===== src/rtl/pmap_pkg.sv =====
package pmap_pkg;
  localparam int DEF_LA_W  = 16;
  localparam int DEF_IDX_W = 4;
  localparam int DEF_PPN_W = 12;
endpackage


===== src/rtl/pmap_table.sv =====
module pmap_table #(
  parameter int IDX_W = 4,
  parameter int PPN_W = 12
) (
  input  logic             clk,
  input  logic             rst,
  input  logic             wr_en,
  input  logic [IDX_W-1:0] wr_idx,
  input  logic [PPN_W-1:0] wr_data,
  input  logic [IDX_W-1:0] lk_idx,
  output logic [PPN_W-1:0] lk_ppn,
  input  logic [IDX_W-1:0] rd_idx,
  output logic [PPN_W-1:0] rd_data
);
  localparam int DEPTH = 1 << IDX_W;

  logic [PPN_W-1:0] ent [DEPTH];

  // Storage: reset loads an identity map; one write per cycle.
  always_ff @(posedge clk) begin
    if (rst) begin
      for (int i = 0; i < DEPTH; i++) ent[i] <= PPN_W'(i);
    end else if (wr_en) begin
      ent[wr_idx] <= wr_data;
    end
  end

  // Lookup sees the contents before this cycle's write.
  assign lk_ppn = ent[lk_idx];

  // Registered read-back: on an index collision it returns the old value.
  always_ff @(posedge clk) begin
    if (rst) rd_data <= '0;
    else     rd_data <= ent[rd_idx];
  end
endmodule


===== src/rtl/pmap_outreg.sv =====
module pmap_outreg #(
  parameter int W = 24
) (
  input  logic         clk,
  input  logic         rst,
  input  logic         in_valid,
  input  logic [W-1:0] in_addr,
  output logic         out_valid,
  output logic [W-1:0] out_addr
);
  always_ff @(posedge clk) begin
    if (rst) begin
      out_valid <= 1'b0;
      out_addr  <= '0;
    end else begin
      out_valid <= in_valid;
      if (in_valid) out_addr <= in_addr;
    end
  end
endmodule


===== src/rtl/pmap_xlate.sv =====
module pmap_xlate
  import pmap_pkg::*;
#(
  parameter int LA_W  = DEF_LA_W,
  parameter int IDX_W = DEF_IDX_W,
  parameter int PPN_W = DEF_PPN_W
) (
  input  logic                          clk,
  input  logic                          rst,
  input  logic                          la_valid,
  input  logic [LA_W-1:0]               la_addr,
  input  logic                          tw_en,
  input  logic [IDX_W-1:0]              tw_idx,
  input  logic [PPN_W-1:0]              tw_data,
  input  logic [IDX_W-1:0]              tr_idx,
  output logic [PPN_W-1:0]              tr_data,
  output logic                          pa_valid,
  output logic [PPN_W+LA_W-IDX_W-1:0]   pa_addr
);
  localparam int OFF_W = LA_W - IDX_W;
  localparam int PA_W  = PPN_W + OFF_W;

  logic [IDX_W-1:0] page_idx;
  logic [OFF_W-1:0] page_off;
  logic [PPN_W-1:0] page_ppn;
  logic [PA_W-1:0]  phys_next;

  assign page_idx  = la_addr[LA_W-1:OFF_W];
  assign page_off  = la_addr[OFF_W-1:0];
  assign phys_next = {page_ppn, page_off};

  pmap_table #(.IDX_W(IDX_W), .PPN_W(PPN_W)) u_table (
    .clk     (clk),
    .rst     (rst),
    .wr_en   (tw_en),
    .wr_idx  (tw_idx),
    .wr_data (tw_data),
    .lk_idx  (page_idx),
    .lk_ppn  (page_ppn),
    .rd_idx  (tr_idx),
    .rd_data (tr_data)
  );

  pmap_outreg #(.W(PA_W)) u_out (
    .clk       (clk),
    .rst       (rst),
    .in_valid  (la_valid),
    .in_addr   (phys_next),
    .out_valid (pa_valid),
    .out_addr  (pa_addr)
  );
endmodule


===== config.mk =====
export PLATFORM = sky130hd
export DESIGN_NAME = pmap_xlate
export DESIGN_NICKNAME = d
export VERILOG_FILES = /design/src/rtl/pmap_pkg.sv /design/src/rtl/pmap_table.sv /design/src/rtl/pmap_outreg.sv /design/src/rtl/pmap_xlate.sv
export SDC_FILE = /design/constraint.sdc
export NUM_CORES = 1
export LEC_CHECK = 0
export BUFFER_PORTS_ARGS = -buffer_cell sky130_fd_sc_hd__buf_2
export CAP_MARGIN = 40
export CORE_MARGIN = 1
export CORE_UTILIZATION = 40
export DETAILED_ROUTE_END_ITERATION = 8
export PLACE_DENSITY = 0.58
export SLEW_MARGIN = 30
export SYNTH_ARGS = -nofsm -noshare
export SYNTH_HDL_FRONTEND = slang
export SYNTH_HIERARCHICAL = 1
export SYNTH_SLANG_ARGS = --single-unit

===== constraint.sdc =====
create_clock -name clk -period 2 [get_ports clk]
set_clock_uncertainty 0.05 [all_clocks]
set_input_delay 0.2 -clock clk [delete_from_list [all_inputs] [get_ports clk]]
set_output_delay 0.2 -clock clk [all_outputs]
set_load 0.05 [all_outputs]

==> results of run 1 <==
## power breakdown
part           total (W)  leakage (nW)  internal (W)  switching (W)
clock            0.00461         0.391       0.00272        0.00189
sequential       0.00564          2.15       0.00546       0.000177
combinational    0.00149          2.60      0.000585       0.000904
total             0.0117          5.15       0.00877        0.00297
## flip-flops by register name (all words and copies together) (netlist names)
name             cells
u_table/rd_data     12
u_out/out_addr      24
u_table/ent        192
u_out/out_valid      1
## synthesized netlist by cell type, types with 2 or more instances
cell type    n  area share
a22oi_1     61       0.040
and2_1     162       0.088
buf_12       3      0.0052
buf_2       11      0.0048
buf_4        2      0.0013
buf_6        8      0.0078
buf_8        2      0.0026
clkbuf_1    39       0.013
clkbuf_2     5      0.0022
dfxtp_1     37       0.064
edfxtp_1   192        0.50
mux2i_1     98       0.085
mux4_2      59        0.11
nand2_1     26      0.0084
nand2b_1    19       0.010
nand3_1     12      0.0052
nor2_1      39       0.013
nor2b_1      5      0.0027
nor3_1       3      0.0013
o21ai_1     12      0.0052
or2_2       16      0.0086
or3_1       28       0.015
## metal layers
metal,GRT usage,share of wire
met1,0.299,0.43
met3,0.0325,0.056
met2,0.376,0.48
met4,0.0731,0.029
met5,0,0.00040
## metrics by stage
stage,utilization,TNS (ns),instances,setup slack (ns),area (sq um)
3_5_place_dp,0.446,0,1280,0.00118,12600
2_1_floorplan,-,0,845,0.352,11600
3_3_place_gp,0.445,-0.0254,1279,-0.0254,12500
6_report,0.480,0,1341,0.244,13500
5_1_grt,0.480,0,1341,0.169,13500
4_1_cts,0.480,0,1341,0.214,13500
## final cells by class
| cell class | count | area (sq um) | area share |
|---|---|---|---|
| clock buffers | 39 | 751 | 0.0556 |
| clock inverters | 9 | 77.6 | 0.00574 |
| multi-input cells | 544 | 4650 | 0.344 |
| well taps | 378 | 473 | 0.0350 |
| repair buffers | 142 | 1050 | 0.0778 |
| flip-flops and latches | 229 | 6510 | 0.482 |
## critical path, delay by kind of cell (launching register included)
kind | cells | cell delay, ns
compound gates | 1 | 0.38
mux | 2 | 0.63
flops | 1 | 0.43
simple gates | 2 | 0.15
## what timing repair did
action	4_1_cts	5_1_grt
hold buffers	13	0
resized for setup	0	0
hold endpoints to repair	13	0
## path summary, 6_finish.rpt
path | endpoint | slack, ns | depth (start not counted)
max reg2reg | u_out/out_addr[12]$_SDFFE_PP0P_ | 0.24 | 5
min reg2reg | u_out/out_addr[0]$_SDFFE_PP0P_ | 0.43 | 2
min | u_table/rd_data[0]$_SDFF_PP0_ | 0.06 | 4
max | u_out/out_addr[12]$_SDFFE_PP0P_ | 0.24 | 5
## cells by family (layout without fill, tap and decap cells)
| group | count (synthesis) | in the layout | share of synthesized area |
|---|---|---|---|
| and+or+nand+nor | 314 | 314 | 0.157 |
| muxes | 157 | 157 | 0.199 |
| DFF | 229 | 229 | 0.562 |
| AOI/OAI and AO/OA | 73 | 73 | 0.0447 |
| buffers and inverters | 72 | 190 | 0.0374 |
==> flow_metrics.tcl, run 1 <==
set metrics [dict create \
    clock-sinks 229 \
    place_congestion 0.807 \
    fin_crit_sh 0.878 \
    startpoint_type "flop" \
    die_x_um 172 \
    crit_chain "mux4_2 -> a22oi_1 -> nand2_1 -> mux2i_1 -> nor2_1" \
    status "finished clean" \
    worstSetupEndpointType "flop" \
    synth_cell_type_count 28 \
    place_hpwl_mm 22.4 \
    reg2reg_from "u_table/ent[0][0]$_SDFFCE_PN0P_" \
    max_stage_delay_ns 0.49 \
    clock-root-buffer "clkbuf_16" \
    ios 77 \
    cellLeakagePower_nw 5.15 \
    syn_area_sq_um 11600 \
    wire_per_inst_um 24.1 \
    path_clk_slew_ns 0.06 \
    maxSlewViolCount 0 \
    syn_area_per_cell_sq_um 13.7 \
    die_area_sq_um 29600 \
    worstHoldStart "rst" \
    ys_seq_area_frac 0.562 \
    cp_slowest_cell "mux4_2" \
    area_growth_pct 16.6 \
    drc 0 \
    layout_common_cells "edfxtp_1, and2_1, mux2i_1" \
    nFillCells 2442 \
    worstSetupPathType "reg -> reg" \
    final_layout_size_suffix_gt1_frac 0.256 \
    cts_buffer_depth 3 \
    vias_per_cell 5.57 \
    nets 983 \
    cellPowerDensity_nw_per_um2 869 \
    grt_max_degree 43 \
    clock_latency_ns 0.52 \
    track_usage 0.224 \
    start_util 0.411 \
    async_flop_share 0 \
    min_period_ns 1.76 \
    gr-total-overflow 0 \
    core-area_sq_um 28200 \
    cts_setup_buffers 0 \
    cts.htree.levels 1 \
    io_buffers 76 \
    hold_slack_ns 0.0586 \
    critPathMaxFanout 2 \
    via_count 7468 \
    worstHoldPathType "in -> reg" \
    rsz0062_at_grt "false" \
    synth_edf_count 192 \
    synth_fp_nets 885 \
    worst_slew_margin_rel 0.478 \
    finalHoldViolCount 0 \
    vdd_ir_drop_max_mv 0.570 \
    crit_start "u_table/ent[0][0]$_SDFFCE_PN0P_" \
    cp.arrival_ns 2.10 \
    diodes 0 \
    synth_ff_type "edfxtp_1" \
    synthCells 845 \
    die_y_um 172 \
    synth.ff_latch_count 229 \
    power.total_w 0.0117 \
    final_common_cell "edfxtp_1" \
    final_antenna_net_count 0 \
    crit_required_ns 2.35 \
    drt-total-wl_mm 32.4 \
    max-cap-violations 0 \
    cts_made_buffers 26 \
    dr.pass1.iters 6 \
    rows 61 \
    ys_warn_count 6 \
    setup_viol 0 \
    grt_pass1_wl_mm 47.9 \
    antenna_found_initial 1 \
    timing.fmax_mhz 569 \
    grt_pass1_vias 7553 \
    tritoncts "yes" \
    first_iter_violations 568 \
    worst_slew_pin_slew_ns 0.779 \
]
No activity file was read; power rests on OpenSTA's default activity.
==> run 2, diff against run 1 <==
CORE_UTILIZATION = 32   (was 40)
PLACE_DENSITY = 0.49   (was 0.58)
==> flow_metrics.tcl, run 2 (synthesized netlist as in run 1, its figures left out) <==
set metrics [dict create \
    clock-root-buffer "clkbuf_16" \
    grt_max_degree 38 \
    dr.pass1.iters 5 \
    critical_path.top_delay_family "multiplexers" \
    hold_slack_ns 0.132 \
    largest-register "u_table/ent" \
    wire_per_inst_um 23.6 \
    io_buffers 76 \
    antenna_found_initial 1 \
    max-cap-violations 0 \
    met1_usage 0.260 \
    use_met3 0.0253 \
    clock_latency_ns 0.53 \
    fin_tns_setup_ns 0 \
    place_congestion 0.801 \
    place_area_sq_um 12700 \
    maxSlewViolCount 0 \
    track_usage 0.184 \
    worst_slew_margin_rel 0.489 \
    status "finished clean" \
    cts_setup_buffers 0 \
    gr-total-overflow 0 \
    crit_start "u_table/ent[9][3]$_SDFFCE_PN1P_" \
    grt_pass1_wl_mm 49.2 \
    grt_use_met2 0.303 \
    cellLeakagePower_nw 5.18 \
    setup_viol 0 \
    vdd_ir_drop_max_mv 0.648 \
    reg2reg_from "u_table/ent[9][3]$_SDFFCE_PN1P_" \
    r2r_cells 5 \
    start_util 0.326 \
    cts_made_buffers 26 \
    rsz0062_at_grt "false" \
    final_layout_size_suffix_gt1_frac 0.259 \
    crit_cells 5 \
    tritoncts "yes" \
    final_common_cell "edfxtp_1" \
    place_hpwl_mm 23.6 \
    crit_buf_inv 0 \
    core-area_sq_um 35600 \
    timing.fmax_mhz 597 \
    crit_chain "mux4_2 -> a22oi_1 -> nand2_1 -> mux2i_1 -> nor2_1" \
    grt_pass1_vias 7465 \
    rows 69 \
    cp.arrival_ns 2.03 \
    largest_reg_flops 192 \
    crit_required_ns 2.35 \
    min_period_ns 1.67 \
    clock-sinks 229 \
    layout_common_cells "edfxtp_1, and2_1, mux2i_1" \
    cts_buffer_depth 3 \
    top_usage_layer "met2" \
    cts.htree.levels 1 \
    startpoint_type "flop" \
    via_count 7210 \
    r2r_end "u_out/out_addr[15]$_SDFFE_PP0P_" \
    final_util 0.383 \
    rrSetupSlack_ns 0.33 \
    first_iter_violations 656 \
    largestRegisters "u_table/ent (192), u_out/out_addr (24), u_table/rd_data (12)" \
    die_y_um 192 \
    worstHoldPathType "in -> reg" \
    worst_slew_pin_slew_ns 0.763 \
    cp_slowest_cell "mux4_2" \
    critPathMaxFanout 2 \
    worstSetupPathType "reg -> reg" \
    diodes 0 \
    worstSetupEndpointType "flop" \
    endpoint "u_out/out_addr[15]$_SDFFE_PP0P_" \
    vias_per_cell 5.07 \
    area_growth_pct 17.7 \
    drc 0 \
    path_clk_slew_ns 0.06 \
    drt-total-wl_mm 33.6 \
    nets 983 \
    finalInstanceArea_sq_um 13600 \
    die_area_sq_um 37000 \
    cellPowerDensity_nw_per_um2 877 \
    final_antenna_net_count 0 \
    max_stage_delay_ns 0.50 \
    finalHoldViolCount 0 \
    fin_crit_sh 0.837 \
    ios 77 \
    power.total_w 0.0120 \
    die_x_um 192 \
]
-- run 2: through the flow --
step                      worst slack (ns)  instances
after floorplan                      0.352        845
after global placement              0.0446       1364
after detailed placement            0.0263       1364
after CTS                            0.287       1423
after global routing                 0.226       1423
final                                0.325       1423
-- run 2: what timing repair did --
| item | in CTS | in global routing |
|---|---|---|
| hold endpoints to repair | 12 | 0 |
| resized for setup | 0 | 0 |
| hold buffers | 12 | 0 |
| endpoints found under the setup margin | 0 | 0 |
-- run 2: final cells by class --
cell class | instances | area, sq um
clock buffer | 34 | 722
clock inverter | 13 | 135
fill | 3438 | 21900
multi-input combinational | 544 | 4660
sequential | 229 | 6510
tap | 461 | 577
timing repair buffer | 142 | 1040
-- run 2: worst min path at each step --
stage,startpoint,end,slack [ns],depth (start not counted)
detailed placement,la_addr[10],u_out/out_addr[10]$_SDFFE_PP0P_,0.40,3
finish,tw_data[8],u_table/ent[5][8]$_SDFFCE_PN0P_,0.13,2
global route,tw_data[11],u_table/ent[1][11]$_SDFFCE_PN0P_,0.14,2
floorplan,la_addr[0],u_out/out_addr[0]$_SDFFE_PP0P_,0.30,2
CTS,tr_idx[3],u_table/rd_data[8]$_SDFF_PP0_,0.11,4
global placement,la_addr[6],u_out/out_addr[6]$_SDFFE_PP0P_,0.39,3
-- run 2: per-layer routing --
metal	wire (um)	share of wire	vias to the layer above
li1	-	-	3346
met1	15500	0.46	3636
met2	15900	0.47	189
met3	1630	0.049	37
met4	546	0.016	2
met5	8	0.00024	-
-- run 2: power breakdown --
part | internal [W] | switching (W) | total (W)
sequential | 0.00546 | 0.000177 | 0.00564
clock | 0.00291 | 0.00191 | 0.00482
combinational | 0.000582 | 0.000913 | 0.00149
